$ cat src/rtl/sar_pkg.sv
package sar_pkg;

    typedef enum logic [1:0] {
        CS_DIV_A = 2'b00,
        CS_DIV_B = 2'b01,
        CS_DIV_C = 2'b10,
        CS_EXT   = 2'b11
    } clk_src_e;

    // Period in ns is div * 1e6 / clk_khz; compare by cross-multiplication.
    function automatic logic period_bad(longint div, longint clk_khz,
                                        longint min_ns, longint max_ns);
        longint lhs;
        lhs = div * 64'd1000000;
        return (lhs < min_ns * clk_khz) || (lhs > max_ns * clk_khz);
    endfunction

endpackage

$ cat src/rtl/sar_tick_gen.sv
module sar_tick_gen #(
    parameter int DIV_A   = 2,
    parameter int DIV_B   = 8,
    parameter int DIV_C   = 32,
    parameter int CLK_KHZ = 5000,
    parameter int MIN_NS  = 1600,
    parameter int MAX_NS  = 6400
) (
    input  logic       clk,
    input  logic       rst,
    input  logic [1:0] sel,
    input  logic       rc_tick,
    input  logic       run,
    input  logic       restart,
    output logic       tick,
    output logic       cfg_bad
);
    import sar_pkg::*;

    localparam int DIV_AB  = (DIV_A > DIV_B) ? DIV_A : DIV_B;
    localparam int DIV_MAX = (DIV_AB > DIV_C) ? DIV_AB : DIV_C;
    localparam int CNT_W   = (DIV_MAX > 2) ? $clog2(DIV_MAX) : 1;
    localparam logic BAD_A = period_bad(DIV_A, CLK_KHZ, MIN_NS, MAX_NS);
    localparam logic BAD_B = period_bad(DIV_B, CLK_KHZ, MIN_NS, MAX_NS);
    localparam logic BAD_C = period_bad(DIV_C, CLK_KHZ, MIN_NS, MAX_NS);

    logic [CNT_W-1:0] cnt_d, cnt_q;
    logic [CNT_W-1:0] last;
    logic             ext;

    always_comb begin
        ext     = 1'b0;
        last    = '0;
        cfg_bad = 1'b0;
        case (clk_src_e'(sel))
            CS_DIV_A: begin last = CNT_W'(DIV_A - 1); cfg_bad = BAD_A; end
            CS_DIV_B: begin last = CNT_W'(DIV_B - 1); cfg_bad = BAD_B; end
            CS_DIV_C: begin last = CNT_W'(DIV_C - 1); cfg_bad = BAD_C; end
            default:  ext = 1'b1;
        endcase
        tick = run && (ext ? rc_tick : (cnt_q == last));
        if (restart || !run || ext) cnt_d = '0;
        else if (cnt_q == last)     cnt_d = '0;
        else                        cnt_d = cnt_q + 1'b1;
    end

    always_ff @(posedge clk) begin
        if (rst) cnt_q <= '0;
        else     cnt_q <= cnt_d;
    end

endmodule

$ cat src/rtl/sar_trial.sv
module sar_trial #(
    parameter int NBITS = 8,
    parameter int PH_W  = 4
) (
    input  logic [NBITS-1:0] code,
    input  logic [PH_W-1:0]  phase,
    input  logic             cmp,
    output logic [NBITS-1:0] nxt
);
    logic [NBITS-1:0] cur;

    always_comb begin
        cur = NBITS'(1) << (NBITS - int'(phase));
        if (phase == '0) begin
            nxt            = '0;
            nxt[NBITS-1]   = 1'b1;
        end else begin
            nxt = (cmp ? code : (code & ~cur)) | (cur >> 1);
        end
    end

endmodule

$ cat src/rtl/sar_seq.sv
module sar_seq #(
    parameter int NBITS      = 8,
    parameter int ABORT_WAIT = 2,
    parameter int DIV_A      = 2,
    parameter int DIV_B      = 8,
    parameter int DIV_C      = 32,
    parameter int CLK_KHZ    = 5000,
    parameter int MIN_NS     = 1600,
    parameter int MAX_NS     = 6400
) (
    input  logic             clk,
    input  logic             rst,
    input  logic [1:0]       clk_sel,
    input  logic             rc_tick,
    input  logic             ctl_we,
    input  logic             ctl_en,
    input  logic             ctl_go,
    input  logic             res_we,
    input  logic [NBITS-1:0] res_wdata,
    input  logic             cmp_in,
    output logic [NBITS-1:0] dac_code,
    output logic             busy,
    output logic             hold_wait,
    output logic             conv_on,
    output logic [NBITS-1:0] result,
    output logic             done,
    output logic             cfg_bad
);
    localparam int PH_W = $clog2(NBITS + 1);
    localparam int WC_W = $clog2(ABORT_WAIT + 1);

    typedef struct packed {
        logic             en;
        logic             busy;
        logic             waiting;
        logic [WC_W-1:0]  wcnt;
        logic [PH_W-1:0]  phase;
        logic [NBITS-1:0] code;
        logic [NBITS-1:0] result;
        logic             done;
    } st_t;

    st_t              st_d, st_q;
    logic             tick, restart, start_ok, abort_req;
    logic [NBITS-1:0] nxt_code;

    assign start_ok  = !st_q.busy && !st_q.waiting && ctl_we && ctl_en && ctl_go && st_q.en;
    assign abort_req = st_q.busy && ctl_we && ctl_en && !ctl_go;
    assign restart   = start_ok || abort_req;

    sar_tick_gen #(
        .DIV_A(DIV_A), .DIV_B(DIV_B), .DIV_C(DIV_C),
        .CLK_KHZ(CLK_KHZ), .MIN_NS(MIN_NS), .MAX_NS(MAX_NS)
    ) u_tick (
        .clk     (clk),
        .rst     (rst),
        .sel     (clk_sel),
        .rc_tick (rc_tick),
        .run     (st_q.busy || st_q.waiting),
        .restart (restart),
        .tick    (tick),
        .cfg_bad (cfg_bad)
    );

    sar_trial #(.NBITS(NBITS), .PH_W(PH_W)) u_trial (
        .code  (st_q.code),
        .phase (st_q.phase),
        .cmp   (cmp_in),
        .nxt   (nxt_code)
    );

    always_comb begin
        st_d      = st_q;
        st_d.done = 1'b0;
        if (ctl_we) st_d.en = ctl_en;
        if (st_q.busy) begin
            if (ctl_we && !ctl_en) begin
                st_d.busy  = 1'b0;
                st_d.phase = '0;
            end else if (abort_req) begin
                st_d.busy    = 1'b0;
                st_d.waiting = 1'b1;
                st_d.wcnt    = '0;
                st_d.phase   = '0;
            end else if (tick) begin
                st_d.code = nxt_code;
                if (st_q.phase == PH_W'(NBITS)) begin
                    st_d.busy   = 1'b0;
                    st_d.result = nxt_code;
                    st_d.done   = 1'b1;
                    st_d.phase  = '0;
                end else begin
                    st_d.phase = st_q.phase + 1'b1;
                end
            end
        end else if (st_q.waiting) begin
            if (ctl_we && !ctl_en) begin
                st_d.waiting = 1'b0;
            end else if (tick) begin
                if (st_q.wcnt == WC_W'(ABORT_WAIT - 1)) st_d.waiting = 1'b0;
                else                                   st_d.wcnt    = st_q.wcnt + 1'b1;
            end
        end else begin
            if (res_we) st_d.result = res_wdata;
            if (start_ok) begin
                st_d.busy  = 1'b1;
                st_d.phase = '0;
                st_d.code  = '0;
            end
        end
    end

    always_ff @(posedge clk) begin
        if (rst) st_q <= '0;
        else     st_q <= st_d;
    end

    assign dac_code  = st_q.code;
    assign busy      = st_q.busy;
    assign hold_wait = st_q.waiting;
    assign conv_on   = st_q.en;
    assign result    = st_q.result;
    assign done      = st_q.done;

endmodule

$ cat config.mk
export PLATFORM = sky130hd
export DESIGN_NAME = sar_seq
export DESIGN_NICKNAME = d
export VERILOG_FILES = /design/src/rtl/sar_pkg.sv /design/src/rtl/sar_tick_gen.sv /design/src/rtl/sar_trial.sv /design/src/rtl/sar_seq.sv
export SDC_FILE = /design/constraint.sdc
export NUM_CORES = 1
export LEC_CHECK = 0
export ABC_AREA = 1
export BUFFER_PORTS_ARGS = -buffer_cell sky130_fd_sc_hd__buf_2
export CAP_MARGIN = 20
export CORE_MARGIN = 1
export CORE_UTILIZATION = 55
export CTS_BUF_LIST = sky130_fd_sc_hd__clkbuf_2
export CTS_CLUSTER_SIZE = 8
export DETAILED_ROUTE_END_ITERATION = 8
export PLACE_DENSITY = 0.86
export SYNTH_ARGS = -nofsm -noshare
export SYNTH_HDL_FRONTEND = slang
export SYNTH_SLANG_ARGS = --single-unit
$ cat constraint.sdc
create_clock -name clk -period 3.6 [get_ports clk]
set_input_delay 0.54 -clock clk [delete_from_list [all_inputs] [get_ports clk]]
set_output_delay 0.54 -clock clk [all_outputs]
set_load 0.005 [all_outputs]
== Word-level counts from Yosys, hierarchy flattened ==
Index checks and enable logic that the tools add are counted.

* Bits in registers: 31
* Bits of input ports: 18
* Output and inout port bits: 21

* $add $sub $neg: 4
* Eq/ne operators: 13
* Shifts and indexed selects: 1
* Muxes and demuxes: 31
* Bitwise operators: 6
* Reduce and logical (&&, ||, !) cells: 33

{| class="wikitable"
|+ Operators by type and width
! cell !! number
|-
| 2-to-1 mux 17 bit || 2
|-
| left shift 1 x 32 -> 8 bit, first input constant || 1
|-
| 2-to-1 mux 24 bit || 1
|-
| 2-to-1 mux 8 bit || 3
|-
| 2-to-1 mux 21 bit || 1
|-
| 2-to-1 mux 20 bit || 1
|-
| one-hot mux 5 bit (3 select lines) || 1
|-
| 2-to-1 mux 12 bit || 1
|-
| 2-to-1 mux 3 bit || 4
|-
| 2-to-1 mux 4 bit || 3
|-
| 2-to-1 mux 1 bit || 11
|-
| logical AND 1 bit || 10
|-
| AND reduction 5 bit || 2
|-
| 2-to-1 mux 9 bit || 1
|-
| bitwise AND 8 bit || 1
|-
| != test 2 x 1 -> 1 bit, second input constant || 4
|-
| inverter 8 bit || 1
|-
| OR 8 x 7 -> 8 bit || 1
|-
| nonzero test 2 bit || 4
|-
| != test 2 bit, second input constant || 3
|-
| AND reduction 6 bit || 1
|-
| OR reduction 3 bit || 2
|-
| adder 5 x 1 -> 5 bit, second input constant || 1
|-
| equality test 5 bit || 1
|-
| other kinds (16) || 27
|}

== Depth between registers and ports, before layout ==
* Depth in word-level cells: 12
* Gate-level depth with buffers: 13

== Hierarchy ==
From an unflattened synthesis, not the netlist that was laid out.

* Cell total of the unflattened synthesis: 331
* Area total of the unflattened synthesis: 2133.3 um2

{| class="wikitable"
|+ By module, submodules not included
! module !! times used !! cells each !! area each (um2) !! sequential area each (um2)
|-
| sar_seq || 1 || 232 || 1529.0 || 520.5
|-
| sar_tick_gen || 1 || 47 || 332.8 || 100.1
|-
| sar_trial || 1 || 52 || 271.5 || 0.0
|}

== Least setup slack after synthesis ==
No wires, ideal clock.

* Path kind: input to register
* Start: input port clk_sel[0]
* End: register st_q, in the netlist result[0]
* Arrival: 1.701 ns
* Required time: 3.480 ns
* Slack: 1.779 ns
* Stages on the path: 11
* Buffers on the path: 1
* Cells stage by stage: inv_1 ha_1 inv_1 nand2_1 o21ai_1 nand3_2 nand3_2 nand3_2 buf_6 a21oi_1 a21oi_1

* Cells in the longest elaborated chain, start to end: 7
* Elaborated cells between the ends (all ways): 10
* Classes of those cells: eq/ne (4); mux (2); reduce/logical (4)

{| class="wikitable"
|+ Ends and longest elaborated chain
! element !! line !! RTL
|-
| start, declared || sar_seq.sv:13 || <nowiki>input logic [1:0] clk_sel,</nowiki>
|-
| equality test 2 bit (tied with other cells) || sar_tick_gen.sv:35 || <nowiki>case (clk_src_e'(sel))</nowiki>
|-
| one-hot mux 5 bit (3 select lines) || sar_tick_gen.sv:35 ||
|-
| equality test 5 bit || sar_tick_gen.sv:41 || <nowiki>tick = run && (ext ? rc_tick : (cnt_q == last));</nowiki>
|-
| 2-to-1 mux 1 bit (*) || sar_tick_gen.sv:41 ||
|-
| logical AND 1 bit (*) || sar_tick_gen.sv:41 ||
|-
| != test 2 x 1 -> 1 bit (no source line) (*) || - ||
|-
| AND reduction 6 bit (no source line) (*) || - ||
|-
| end signal, assigned || sar_seq.sv:115 || <nowiki>else st_q <= st_d;</nowiki>
|-
| end, declared || sar_seq.sv:43 || <nowiki>st_t st_d, st_q;</nowiki>
|}

Every way passes the cells marked *; elsewhere a longest branch is shown, timed or not.
A chain may end at the register's enable or synchronous reset.

== Final worst setup path ==
* Start: register st_q[17] in the netlist's numbering
* End: register st_q, in the netlist result[6]

* Cells in the longest elaborated chain, start to end: 12
* Elaborated cells between the ends (all ways): 16
* Classes of those cells: add/sub (1); eq/ne (2); shift (1); mux (7); bitwise (3); reduce/logical (2)

{| class="wikitable"
|+ Ends and longest elaborated chain
! element !! line !! RTL
|-
| subtractor 4 x 4 -> 5 bit || sar_trial.sv:13 || <nowiki>cur = NBITS'(1) << (NBITS - int'(phase));</nowiki>
|-
| left shift 1 x 32 -> 8 bit || sar_trial.sv:13 ||
|-
| inverter 8 bit || sar_trial.sv:18 || <nowiki>nxt = (cmp ? code : (code & ~cur)) | (cur >> 1);</nowiki>
|-
| bitwise AND 8 bit || sar_trial.sv:18 ||
|-
| 2-to-1 mux 8 bit || sar_trial.sv:18 ||
|-
| OR 8 x 7 -> 8 bit || sar_trial.sv:18 ||
|-
| 2-to-1 mux 8 bit || sar_trial.sv:14 || <nowiki>if (phase == '0) begin</nowiki>
|-
| 2-to-1 mux 9 bit || sar_seq.sv:87 || <nowiki>if (st_q.phase == PH_W'(NBITS)) begin</nowiki>
|-
| 2-to-1 mux 21 bit || sar_seq.sv:85 || <nowiki>end else if (tick) begin</nowiki>
|-
| 2-to-1 mux 17 bit || sar_seq.sv:80 || <nowiki>end else if (abort_req) begin</nowiki>
|-
| 2-to-1 mux 17 bit || sar_seq.sv:77 || <nowiki>if (ctl_we && !ctl_en) begin</nowiki>
|-
| 2-to-1 mux 24 bit || sar_seq.sv:76 || <nowiki>if (st_q.busy) begin</nowiki>
|}

Several ways; a longest one is shown, not always the timed one. The select of a mux whose other input is x is not followed.

==> impl_results.md <==
- GRT Total Usage: 22.3%
- Max Fanout on Critical Path: 6
- Yosys cell types: 28
- Unrepaired setup endpoints after global routing: false
- Slowest Stage Delay on Critical Path: 430 ps
- Post-route cell area: 2090 um^2
- Synth area leader: dfxtp_1
- Number of synthesized register bits: 31
- DP Cell Count: 354
- CTS tree: built
- Vias in the first global route: 1496
- CP top delay family: simple AND/OR/NAND/NOR gates
- Final hold violation count: 0
- Largest net degree at the start of global routing: 17
- DR WL/cell: 10.6 um
- Max-slew violations: 0
- Clock sink count: 31
- Cell Area, Synth: 1930 um^2
- Clk slew on worst S/H paths: 170 ps
- Setup Fix Bufs, Post-CTS: 0
- Die Y: 61.3 um
- Leading cell type in the layout, fill and taps excluded: nand2_1
- WS Path Type: reg2reg
- Ports: 39
- Worst-Margin Slew: 467 ps
- Core Area: 3360 um^2
- Tot Pwr: 0.660 mW
- I/O Buffers: 38
- Top-area cell type share of the netlist area: 32.1%
- Seq/Total Area, Yosys: 32.1%
- Cell Rows: 21
- Clock Tree Buf Depth: 2
- Post-Syn Area per Cell: 6.62 um^2
- Pre-CTS setup slack: 1470 ps
- DRC viols: 0
- Synth warn: 0
- Fin Setup TNS: 0 ps
- CTS root buffer: clkbuf_2
- Initial DRC count: 122
- Critical Path RT: 3900 ps
- Final core utilization: 62.0%
- Crit. End Element: flop
- TritonCTS Buffers: 5
- Clk_lat worst skew: 380 ps
- Area Growth Syn to Fin: 7.97%
- Slew headroom: 68.7%
- Hold_ws: 422 ps
- Via count: 1824
- Post-CTS sizing: 0
- Cell count after synthesis: 292
- Max Clk Rate: 503 MHz
- Syn nets: 317
- Final WL: 3830 um
- Die W: 61.3 um
- Worst hold path class: in2reg
- First-pass GRT wire length: 6160 um
- Max-cap violations: 0
- Grt total ovfl: 0
- CP bufs+invs: 2
- Nets: 340
- Worst Skew: 16.6 ps
- Die ar.: 3750 um^2
- Lkg Pwr: 0.978 nW
- Initial DRT Pass Iterations: 5
- Share of post-route cells with drive strength above 1: 19.6%
- Fin crit period: 1990 ps
- Post-DP HPWL: 2960 um
- Final Wtd Congestion: 0.889
- Slowest cell on crit path: dfxtp_1
- Post-route clock period utilization: 55.2%
- CP cell instances: inv_1, ha_1, xnor2_1, inv_1, nor2_1, nand2_1, nand2_1, nand2_1, nand2_1, nor2_1, nor2_1, nor2_1
- H-Tree Depth: 2
- Startpoint types: flop
- Initial antenna violation count: 0
- Commonest non-fill, non-tap cells in the layout: 85 x nand2_1, 38 x buf_2, 33 x a21oi_1, 31 x dfxtp_1, 28 x nor2_1
- Status: completed
- Initial Util: 57.4%
- Post-route ant nets: 0
- Critical path data arrival time: 2290 ps
- Filler cells: 321
- Worst vdd ir: 0.223 mV
- Worst Setup Slack, final: 1610 ps
- Endpoints failing setup: 0
- Synth area leaders: dfxtp_1 32%, nand2_1 17%, a21oi_1 8.5%
- Placed Area: 2020 um^2
- PwrDens: 317 nW/um^2
- Cts hold-fix bufs: 0
- N_diodes: 0
- Vias per cell: 5.04
- Layout Cells excl Fill: 362
## tightest hold or removal path, stage by stage
cell,delay (ps)
buf_2,80
a21oi_1,50
a21oi_1,110
## per-layer routing
metal	vias to the layer above	track usage [%]	share of wire, %
li1	964	-	-
met1	807	28.9	46
met2	47	35.2	47
met3	6	6.30	5.5
met4	0	8.12	1.5
met5	-	0	0
## cell type report
type	instances	area, um^2	share of cell area [%]
Inverter	30	115	5.52
Clock inverter	3	38.8	1.86
Sequential cell	31	621	29.8
Clock buffer	5	25.0	1.20
Multi-Input combinational cell	209	1040	49.8
Tap cell	46	57.6	2.76
Timing Repair Buffer	38	190	9.12
## state kept, by name (all words and copies together) (netlist names)
signal and cells:
busy 1, conv_on 1, dac_code 8, done 1, hold_wait 1, result 8, st_q 6, u_tick.cnt_q 5
## Yosys cell counts (all sizes together)
cell / instances
nand4: 5
xor2: 4
inv: 29
clkinv: 1
or3: 1
nor3: 3
xnor2: 2
nand2: 89
nand3: 20
nor2: 32
a21oi: 34
ha: 7
buf: 18
clkbuf: 4
o21ai: 11
nand3b: 1
dfxtp: 31
## kinds of logic (layout without fill, tap and decap cells)
logic type	Yosys count	after routing	share of synthesized area, %
AO/OA/AOI/OAI	45	45	11.9
buffers and inverters	52	76	14.1
flip-flops	31	31	32.1
adder cells (fa/ha/maj)	7	7	4.53
AND/OR/NAND/NOR	151	151	34.7
XOR/XNOR	6	6	2.72
## report_power, final
group,switching (mW),internal (mW)
Combinational,0.0413,0.0277
Clock,0.121,0.114
Sequential,0.00451,0.352
## final timing paths
check                              from                     end  slack, ps  cells after the start
setup / recovery  st_q[17]$_SDFFE_PP0P_  result[6]$_SDFFE_PP0P_       1610                     12
hold / removal             res_wdata[0]  result[0]$_SDFFE_PP0P_        420                      3
setup reg to reg  st_q[17]$_SDFFE_PP0P_  result[6]$_SDFFE_PP0P_       1610                     12
hold reg to reg   st_q[22]$_SDFFE_PP0P_   st_q[22]$_SDFFE_PP0P_        480                      2
Note: power is estimated with default switching activity, not from simulation.
